$ cat src/rtl/uart_regctl_pkg.sv
package uart_regctl_pkg;

  localparam int REG_W = 8;

  // status register bit positions
  localparam int SR_RXRDY = 0;
  localparam int SR_FFULL = 1;
  localparam int SR_TXRDY = 2;
  localparam int SR_TXEMP = 3;
  localparam int SR_ERR_LO = 4;

  // mode register 1 bit choosing the receive interrupt source
  localparam int MR1_RXSEL = 6;

  // miscellaneous command codes in command bits [6:4]
  localparam logic [2:0] MISC_PTR_RST = 3'd1;
  localparam logic [2:0] MISC_RX_RST  = 3'd2;
  localparam logic [2:0] MISC_TX_RST  = 3'd3;
  localparam logic [2:0] MISC_ERR_RST = 3'd4;
  localparam logic [2:0] MISC_DB_RST  = 3'd5;

  localparam logic [1:0] FLD_ENABLE  = 2'd1;
  localparam logic [1:0] FLD_DISABLE = 2'd2;

  typedef enum logic [2:0] {
    RD_NONE,
    RD_MODE,
    RD_STAT,
    RD_RXD,
    RD_ISR
  } rdSelT;

  typedef struct packed {
    logic mrWr;
    logic mrAccess;
    logic imrWr;
    logic txbWr;
    logic ptrReset;
    logic rxReset;
    logic txReset;
    logic errReset;
    logic dbReset;
    logic txEnSet;
    logic txEnClr;
    logic rxEnSet;
    logic rxEnClr;
  } ctrlStrbT;

endpackage

$ cat src/rtl/uart_regctl_ctrl.sv
module uart_regctl_ctrl
  import uart_regctl_pkg::*;
#(
  parameter int ADDR_W   = 6,
  parameter int OFS_MODE = 'h00,
  parameter int OFS_STAT = 'h04,
  parameter int OFS_CMD  = 'h08,
  parameter int OFS_DATA = 'h0C,
  parameter int OFS_IMR  = 'h14
) (
  input  logic              busSel,
  input  logic              busWr,
  input  logic [ADDR_W-1:0] busAddr,
  input  logic [REG_W-1:0]  busWdata,
  output ctrlStrbT          strb,
  output rdSelT             rdSel,
  output logic              rxPop,
  output logic              rxFlush
);

  localparam logic [ADDR_W-1:0] A_MODE = OFS_MODE[ADDR_W-1:0];
  localparam logic [ADDR_W-1:0] A_STAT = OFS_STAT[ADDR_W-1:0];
  localparam logic [ADDR_W-1:0] A_CMD  = OFS_CMD[ADDR_W-1:0];
  localparam logic [ADDR_W-1:0] A_DATA = OFS_DATA[ADDR_W-1:0];
  localparam logic [ADDR_W-1:0] A_IMR  = OFS_IMR[ADDR_W-1:0];

  logic wrEn, rdEn;
  logic hitMode, hitStat, hitCmd, hitData, hitImr;
  logic cmdWr;
  logic [2:0] miscCode;
  logic [1:0] txFld, rxFld;

  assign wrEn = busSel & busWr;
  assign rdEn = busSel & ~busWr;

  assign hitMode = (busAddr == A_MODE);
  assign hitStat = (busAddr == A_STAT);
  assign hitCmd  = (busAddr == A_CMD);
  assign hitData = (busAddr == A_DATA);
  assign hitImr  = (busAddr == A_IMR);

  assign cmdWr    = wrEn & hitCmd;
  assign miscCode = busWdata[6:4];
  assign txFld    = busWdata[3:2];
  assign rxFld    = busWdata[1:0];

  always_comb begin
    strb          = '0;
    strb.mrWr     = wrEn & hitMode;
    strb.mrAccess = busSel & hitMode;
    strb.imrWr    = wrEn & hitImr;
    strb.txbWr    = wrEn & hitData;
    strb.ptrReset = cmdWr && (miscCode == MISC_PTR_RST);
    strb.rxReset  = cmdWr && (miscCode == MISC_RX_RST);
    strb.txReset  = cmdWr && (miscCode == MISC_TX_RST);
    strb.errReset = cmdWr && (miscCode == MISC_ERR_RST);
    strb.dbReset  = cmdWr && (miscCode == MISC_DB_RST);
    strb.txEnSet  = cmdWr && (txFld == FLD_ENABLE);
    strb.txEnClr  = cmdWr && (txFld == FLD_DISABLE);
    strb.rxEnSet  = cmdWr && (rxFld == FLD_ENABLE);
    strb.rxEnClr  = cmdWr && (rxFld == FLD_DISABLE);
  end

  always_comb begin
    rdSel = RD_NONE;
    if (rdEn) begin
      if (hitMode)      rdSel = RD_MODE;
      else if (hitStat) rdSel = RD_STAT;
      else if (hitData) rdSel = RD_RXD;
      else if (hitImr)  rdSel = RD_ISR;
    end
  end

  assign rxPop   = rdEn & hitData;
  assign rxFlush = strb.rxReset;

endmodule

$ cat src/rtl/uart_regctl_dp.sv
module uart_regctl_dp
  import uart_regctl_pkg::*;
(
  input  logic             clk,
  input  logic             rstN,
  input  ctrlStrbT         strb,
  input  rdSelT            rdSel,
  input  logic [REG_W-1:0] busWdata,
  output logic [REG_W-1:0] busRdata,
  input  logic             rxNotEmpty,
  input  logic             rxFull,
  input  logic [REG_W-1:0] rxHead,
  input  logic             rxOverrun,
  input  logic             rxParityErr,
  input  logic             rxFrameErr,
  input  logic             rxBreakEvt,
  output logic             rxEnable,
  output logic [REG_W-1:0] txData,
  output logic             txValid,
  input  logic             txReady,
  output logic             irq
);

  localparam int N_ERR = 3;

  logic [REG_W-1:0] mr1, mr2, imr, txBuf;
  logic ptrMr2;
  logic txEn, txEmp, rxEn;
  logic rxRdy, fFull;
  logic errBrk, dbInt, irqQ;
  logic [N_ERR-1:0] errIn, errSticky;
  logic [REG_W-1:0] srVal, isrVal;
  logic txInt, rxInt;

  // mode registers and pointer
  always_ff @(posedge clk or negedge rstN) begin
    if (!rstN) begin
      mr1    <= '0;
      mr2    <= '0;
      ptrMr2 <= 1'b0;
    end else begin
      if (strb.mrWr) begin
        if (ptrMr2) mr2 <= busWdata;
        else        mr1 <= busWdata;
      end
      if (strb.mrAccess) ptrMr2 <= 1'b1;
      if (strb.ptrReset) ptrMr2 <= 1'b0;
    end
  end

  always_ff @(posedge clk or negedge rstN) begin
    if (!rstN) imr <= '0;
    else if (strb.imrWr) imr <= busWdata;
  end

  // transmit path
  always_ff @(posedge clk or negedge rstN) begin
    if (!rstN) begin
      txBuf <= '0;
      txEmp <= 1'b1;
      txEn  <= 1'b0;
    end else begin
      if (txValid && txReady) txEmp <= 1'b1;
      if (strb.txbWr) begin
        txBuf <= busWdata;
        txEmp <= 1'b0;
      end
      if (strb.txReset) begin
        txEmp <= 1'b1;
        txEn  <= 1'b0;
      end
      if (strb.txEnSet)      txEn <= 1'b1;
      else if (strb.txEnClr) txEn <= 1'b0;
    end
  end

  assign txValid = txEn & ~txEmp;
  assign txData  = txBuf;

  // receive status
  always_ff @(posedge clk or negedge rstN) begin
    if (!rstN) begin
      rxEn  <= 1'b0;
      rxRdy <= 1'b0;
      fFull <= 1'b0;
    end else begin
      rxRdy <= rxNotEmpty & ~strb.rxReset;
      fFull <= rxFull & ~strb.rxReset;
      if (strb.rxReset)      rxEn <= 1'b0;
      if (strb.rxEnSet)      rxEn <= 1'b1;
      else if (strb.rxEnClr) rxEn <= 1'b0;
    end
  end

  assign rxEnable = rxEn;

  // sticky line errors, one flop per source
  assign errIn = {rxFrameErr, rxParityErr, rxOverrun};

  for (genvar g = 0; g < N_ERR; g++) begin : gErr
    always_ff @(posedge clk or negedge rstN) begin
      if (!rstN) errSticky[g] <= 1'b0;
      else if (errIn[g]) errSticky[g] <= 1'b1;
      else if (strb.errReset) errSticky[g] <= 1'b0;
    end
  end

  // received break: status bit and delta interrupt
  always_ff @(posedge clk or negedge rstN) begin
    if (!rstN) begin
      errBrk <= 1'b0;
      dbInt  <= 1'b0;
    end else begin
      if (rxBreakEvt)         errBrk <= 1'b1;
      else if (strb.errReset) errBrk <= 1'b0;
      if (rxBreakEvt)         dbInt <= 1'b1;
      else if (strb.dbReset)  dbInt <= 1'b0;
    end
  end

  // status and interrupt status
  assign srVal = {errBrk, errSticky, txEmp, txEn, fFull, rxRdy};
  assign txInt = srVal[SR_TXRDY];
  assign rxInt = mr1[MR1_RXSEL] ? srVal[SR_FFULL] : srVal[SR_RXRDY];
  assign isrVal = {1'b0, 4'b0000, dbInt, rxInt, txInt};

  always_ff @(posedge clk or negedge rstN) begin
    if (!rstN) irqQ <= 1'b0;
    else       irqQ <= |(isrVal & imr);
  end

  assign irq = irqQ;

  always_comb begin
    case (rdSel)
      RD_MODE: busRdata = ptrMr2 ? mr2 : mr1;
      RD_STAT: busRdata = srVal;
      RD_RXD:  busRdata = rxHead;
      RD_ISR:  busRdata = isrVal;
      default: busRdata = '0;
    endcase
  end

  AST_PTR_ADVANCE: assert property (@(posedge clk) disable iff (!rstN)
    strb.mrAccess |=> ptrMr2);

  AST_TX_DRAIN: assert property (@(posedge clk) disable iff (!rstN)
    (txValid && txReady && !strb.txbWr) |=> !txValid);

  AST_TX_HOLD: assert property (@(posedge clk) disable iff (!rstN)
    (txValid && !txReady && !strb.txbWr && !strb.txReset && !strb.txEnClr)
      |=> (txValid && $stable(txData)));

  AST_TX_RESET: assert property (@(posedge clk) disable iff (!rstN)
    (strb.txReset && !strb.txEnSet) |=> (!txValid && srVal[SR_TXEMP] && !srVal[SR_TXRDY]));

  AST_RX_RESET: assert property (@(posedge clk) disable iff (!rstN)
    (strb.rxReset && !strb.rxEnSet) |=> (!rxEnable && !srVal[SR_RXRDY] && !srVal[SR_FFULL]));

  AST_BREAK_SET: assert property (@(posedge clk) disable iff (!rstN)
    rxBreakEvt |=> (isrVal[2] && srVal[7]));

endmodule

$ cat src/rtl/uart_regctl.sv
module uart_regctl
  import uart_regctl_pkg::*;
#(
  parameter int ADDR_W   = 6,
  parameter int OFS_MODE = 'h00,
  parameter int OFS_STAT = 'h04,
  parameter int OFS_CMD  = 'h08,
  parameter int OFS_DATA = 'h0C,
  parameter int OFS_IMR  = 'h14
) (
  input  logic              clk,
  input  logic              rstN,
  input  logic              busSel,
  input  logic              busWr,
  input  logic [ADDR_W-1:0] busAddr,
  input  logic [7:0]        busWdata,
  output logic [7:0]        busRdata,
  input  logic              rxNotEmpty,
  input  logic              rxFull,
  input  logic [7:0]        rxHead,
  input  logic              rxOverrun,
  input  logic              rxParityErr,
  input  logic              rxFrameErr,
  input  logic              rxBreakEvt,
  output logic              rxPop,
  output logic              rxFlush,
  output logic              rxEnable,
  output logic [7:0]        txData,
  output logic              txValid,
  input  logic              txReady,
  output logic              irq
);

  ctrlStrbT strb;
  rdSelT    rdSel;

  uart_regctl_ctrl #(
    .ADDR_W(ADDR_W), .OFS_MODE(OFS_MODE), .OFS_STAT(OFS_STAT),
    .OFS_CMD(OFS_CMD), .OFS_DATA(OFS_DATA), .OFS_IMR(OFS_IMR)
  ) uCtrl (
    .busSel(busSel),
    .busWr(busWr),
    .busAddr(busAddr),
    .busWdata(busWdata),
    .strb(strb),
    .rdSel(rdSel),
    .rxPop(rxPop),
    .rxFlush(rxFlush)
  );

  uart_regctl_dp uDp (
    .clk(clk),
    .rstN(rstN),
    .strb(strb),
    .rdSel(rdSel),
    .busWdata(busWdata),
    .busRdata(busRdata),
    .rxNotEmpty(rxNotEmpty),
    .rxFull(rxFull),
    .rxHead(rxHead),
    .rxOverrun(rxOverrun),
    .rxParityErr(rxParityErr),
    .rxFrameErr(rxFrameErr),
    .rxBreakEvt(rxBreakEvt),
    .rxEnable(rxEnable),
    .txData(txData),
    .txValid(txValid),
    .txReady(txReady),
    .irq(irq)
  );

endmodule

$ cat config.mk
export PLATFORM = sky130hd
export DESIGN_NAME = uart_regctl
export DESIGN_NICKNAME = d
export VERILOG_FILES = /design/src/rtl/uart_regctl_pkg.sv /design/src/rtl/uart_regctl_ctrl.sv /design/src/rtl/uart_regctl_dp.sv /design/src/rtl/uart_regctl.sv
export SDC_FILE = /design/constraint.sdc
export NUM_CORES = 1
export LEC_CHECK = 0
export BUFFER_PORTS_ARGS = -buffer_cell sky130_fd_sc_hd__buf_2
export CAP_MARGIN = 10
export CORE_UTILIZATION = 37
export CTS_BUF_LIST = sky130_fd_sc_hd__clkbuf_8
export DETAILED_ROUTE_END_ITERATION = 6
export SLEW_MARGIN = 20
export SYNTH_ARGS = -nofsm -noshare
export SYNTH_HDL_FRONTEND = slang
export SYNTH_SLANG_ARGS = --single-unit
$ cat constraint.sdc
create_clock -name clk -period 3.6 [get_ports clk]
set_input_delay 0.54 -clock clk [delete_from_list [all_inputs] [get_ports clk]]
set_output_delay 0.54 -clock clk [all_outputs]
set_load 0.01 [all_outputs]
# Yosys cells after proc, flatten, opt, wreduce, memory -nomap -nowiden
# Cells that the tools add are included.
# word_totals
output_inout_bits	21
wordCells	98
reg_bits	44
inputBits	33
# classes
eq_ne	17
n_reduce_logical	23
n_bitwise	16
mux	26
# ops
cell	count
case mux 8 bit (4 select lines)	1
two-way mux 1 bit	19
two-way mux 3 bit	5
equality test 3 x 2 -> 1 bit, second input constant	4
equality test 6 x 4 -> 1 bit, second input constant	2
nonzero test 2 bit	6
bitwise AND 1 bit	11
logical AND 1 bit	10
equality test 3 bit, second input constant	3
nonzero test 3 bit	3
bitwise AND 3 x 8 -> 8 bit	1
two-way mux 8 bit	1
OR reduction 8 bit	1
equality test 3 x 1 -> 1 bit, second input constant	2
equality test 6 x 3 -> 1 bit, second input constant	1
equality test 6 x 5 -> 1 bit, second input constant	1
logical NOT 6 bit	1
equality test 2 x 1 -> 1 bit, second input constant	2
equality test 2 bit, second input constant	2
inverter 1 bit	4
AND reduction 2 bit	2

# Longest topological paths before layout
# depth
depth_word	8
mapped_depth	5
mapped_depth_nobuf	4

# Modules after synthesis
# From an unflattened synthesis, not the netlist that was laid out.
# hier_totals
hier_cells	179
area_unflattened_um2	2062.0
# by_module_without_submodules
mod	area_each_um2	cells_each	n_inst	seq_area_each_um2
uart_regctl_dp	1769.2	139	1	977.2
uart_regctl_ctrl	292.8	40	1	0.0

# Worst setup path before layout
# Ideal clock, no wire load.
# synth_timing
path_kind	in2out
startpoint	input busAddr[3]
endpoint	output busRdata[0]
required_ps	3060
n_path_buf	1
path_stages	5
path_slack_ps	1362
arrival_ps	1698
cell_sequence	buf_2 or4_1 nor2_1 a21oi_1 o22ai_1
# synth_via
elab_chain_len	8
word_cells_on_any_way	14
classes_between	7 x eq/ne; 6 x mux; 1 x reduce/logical
# synth_rtl
element	line	text
from (decl)	uart_regctl.sv:15	input logic [ADDR_W-1:0] busAddr,
equality test 6 x 5 -> 1 bit	uart_regctl_ctrl.sv:40	assign hitImr = (busAddr == A_IMR);
two-way mux 3 bit	uart_regctl_ctrl.sv:70	else if (hitImr) rdSel = RD_ISR;
two-way mux 3 bit	uart_regctl_ctrl.sv:69	else if (hitData) rdSel = RD_RXD;
two-way mux 3 bit	uart_regctl_ctrl.sv:68	else if (hitStat) rdSel = RD_STAT;
two-way mux 3 bit (*)	uart_regctl_ctrl.sv:67	if (hitMode) rdSel = RD_MODE;
two-way mux 3 bit (*)	uart_regctl_ctrl.sv:66	if (rdEn) begin
equality test 3 bit, or another cell as far along	uart_regctl_dp.sv:135	case (rdSel)
case mux 8 bit (4 select lines) (*)	uart_regctl_dp.sv:135	
to (decl)	uart_regctl.sv:17	output logic [7:0] busRdata,
# Every way passes the cells marked *; elsewhere a longest branch is shown, timed or not.

# Worst setup path after layout
# layout_timing
startpoint	input busAddr[3]
endpoint	output busRdata[1]
# The elaborated chain is that of the path after synthesis.

==> qor.txt <==
grt ovf: 0
Initial Util: 39.4%
slew of the pin with the lowest slew margin: 894 ps
power per cell area: 430 mW/mm²
Post-CTS Hold Buffers: 0
syn_nets: 184
worst r2r path cells: 2
ant diodes: 0
commonest cells in the netlist: dfrtp_1 (38), mux2_2 (28), mux2i_1 (16)
detailed placer's ending HPWL: 3.19 mm
gr usage total: 17.5%
Sw Ratio: 22.5%
final hold violation count: 0
Avg Vias per Cell: 5.19
Setup WS pre-CTS: 1100 ps
die width: 73.8 µm
Pre-antenna DRT Iters: 4
postcts setup bufs: 0
maximum net fanout on the critical path: 10
share of layout cells above drive strength 1: 47.6%
# port buffers: 53
placed cell count: 269
setup ws final: 1110 ps
final worst path period share: 69.1%
total number of vias: 1439
largest net degree at the start of global routing: 40
Worst-path clk slew: 70 ps
Die H: 73.8 µm
status: finished clean
P_leak: 0.00120 µW
Primary FF master, synth: dfrtp_1
final instance area: 0.00238 mm²
Final Critical Period: 2490 ps
CP Data Required Time: 3060 ps
RSZ-0062 raised after global routing: false
clock group share of total power: 41.6%
Critical Setup Path Class: input port to primary output
Synth-to-Final Area Change: 24.8%
Reg power frac: 47.4%
CTS root buf: clkbuf_8
routability cong.: 0.859
Crit. End Element: primary output
initial DRC count: 69
post_cts resized: 0
Comb power frac: 11.0%
Total Wirelength: 4.33 mm
post-synth top area share: 49.8%
flop2flop setup slack: 1750 ps
Final Skew: 7.47 ps
Clock Tree Buf Depth: 2
Max Cap Viol: 0
highest clock rate: 402 MHz
DIE AREA: 0.00545 mm²
largest vdd supply drop: 0.251 mV
crit start category: input port
Synth cell types: 36
top-count cell post-synth: dfrtp_1
fraction of registers with async set/reset: 100%
fin cells: 277
Post-synth EDFFs: 0
core footprint: 0.00485 mm²
WL/cell: 15.6 µm
Syn Area/Cell: 12.6 µm²
cell count after synthesis: 151
initial antenna violation count: 0
Final Max Slew Viols: 0
CTS tree: yes
cts bufs inserted: 5
top cells by area, synth: dfrtp_1 (50%), mux2_2 (17%), mux2i_1 (8.4%)
first-pass GRT wire length: 6.87 mm
synth warn: 0
number of fill cells: 456
worst endpoint data arrival time: 1950 ps
register bit total from synthesis: 39
vias in the first global route: 1359
Final Setup Violations: 0
H-Tree Depth: 2
DRC violations left: 0
mapped cell area: 0.00191 mm²
largest area contributor in the netlist: dfrtp_1
clk sinks: 39
boundary pin count: 54
setup_tns: 0 ps
cell-internal power: 794 µW
Layout Utilization: 49.1%
Antenna Violating Nets Remaining: 0
Rows: 25
Sw Pwr: 230 µW
sequential area share after synthesis: 51.2%
Hold Crit Class: input port to asynchronous set/reset pin
placed inst area: 0.00225 mm²
nets: 242
worst-skew pair later-pin latency: 290 ps
Worst slew margin: 40.4%
-- logic make-up (layout without fill, tap and decap cells) --
kind of cell,count (synthesis),after routing,synth area share [%]
DFF,39,39,51.2
buffers and inverters,6,65,1.25
and+or+nand+nor,36,36,13.4
muxes,44,44,24.9
AOI/OAI and AO/OA,26,26,9.18
-- layer usage --
layer  track usage (%)  vias up  part of all wire [%]
li1                  -      681                     -
met1              23.6      724                    47
met2              26.7       27                    47
met3              4.80        7                   4.5
met4              6.62        0                   1.3
met5                 0        -                     0
-- worst paths after layout --
path / start / end
min: rstN / uDp.txData[0]
min reg2reg: uDp.errBrk / uDp.errBrk
max in group asynchronous: rstN / uDp.mr1[4]
max: busAddr[3] / busRdata[1]
min in group clk: rxOverrun / uDp.errSticky[0]
max reg2reg: uDp.ptrMr2 / uDp.mr2[0]
-- layout by cell type, fill, tap and decap left out --
cell type  instances
a21oi_1            5
nand4_2            1
buf_2             53
o22ai_1            9
nand4_4            1
nand3_1            2
inv_1              5
nor3_1             1
mux2i_1           16
and2b_2            1
nand2_1            3
nand4_1            2
dfstp_2            1
or4b_4             1
mux2_2            28
bufinv_16          2
o2bb2ai_1          1
dfrtp_1           38
a22oi_1            2
nor4_2             1
or2b_1             1
and4_2             1
a21o_1             6
nor2_1             9
a31oi_1            1
nand4b_1           1
nor2b_1            4
a222oi_1           1
nor2_2             1
or4_1              1
and2_1             1
or2_2              1
clkbuf_8           5
or3b_2             1
nor4_4             1
a211o_1            1
and2_2             1
-- critical path, cell delays in order --
cell and delay [ps]:
buf_2 190, nor4_2 430, nand3_1 360, nor2_1 200
a211o_1 110, buf_2 120
-- flip-flops by register name, indices dropped and copies added (netlist names), 3 cells and up --
register,cells
uDp.mr1,8
uDp.txData,8
uDp.imr,3
uDp.errSticky,3
uDp.mr2,8
-- stage by stage --
stage	hold slack [ps]	total power (µW)
global route	416	1070
floorplan	244	548
detailed placement	465	608
global placement	461	607
CTS	394	1040
finish	364	1020
-- power groups by stage --
stage	clock network, µW	logic [µW]	registers, µW
floorplan	0	61.2	487
global placement	0	114	493
detailed placement	0	114	494
CTS	440	115	485
global route	457	124	489
finish	426	113	485
-- area by class of cell --
| cell class | count | area, µm² | area share [%] |
|---|---|---|---|
| Inverter | 4 | 15.0 | 0.631 |
| Multi-Input combinational cell | 106 | 907 | 38.1 |
| Tap cell | 67 | 83.8 | 3.52 |
| Clock inverter | 3 | 63.8 | 2.68 |
| Sequential cell | 39 | 977 | 41.0 |
| Clock buffer | 5 | 68.8 | 2.89 |
| Timing Repair Buffer | 53 | 265 | 11.1 |
(Power assumes the default switching activity.)
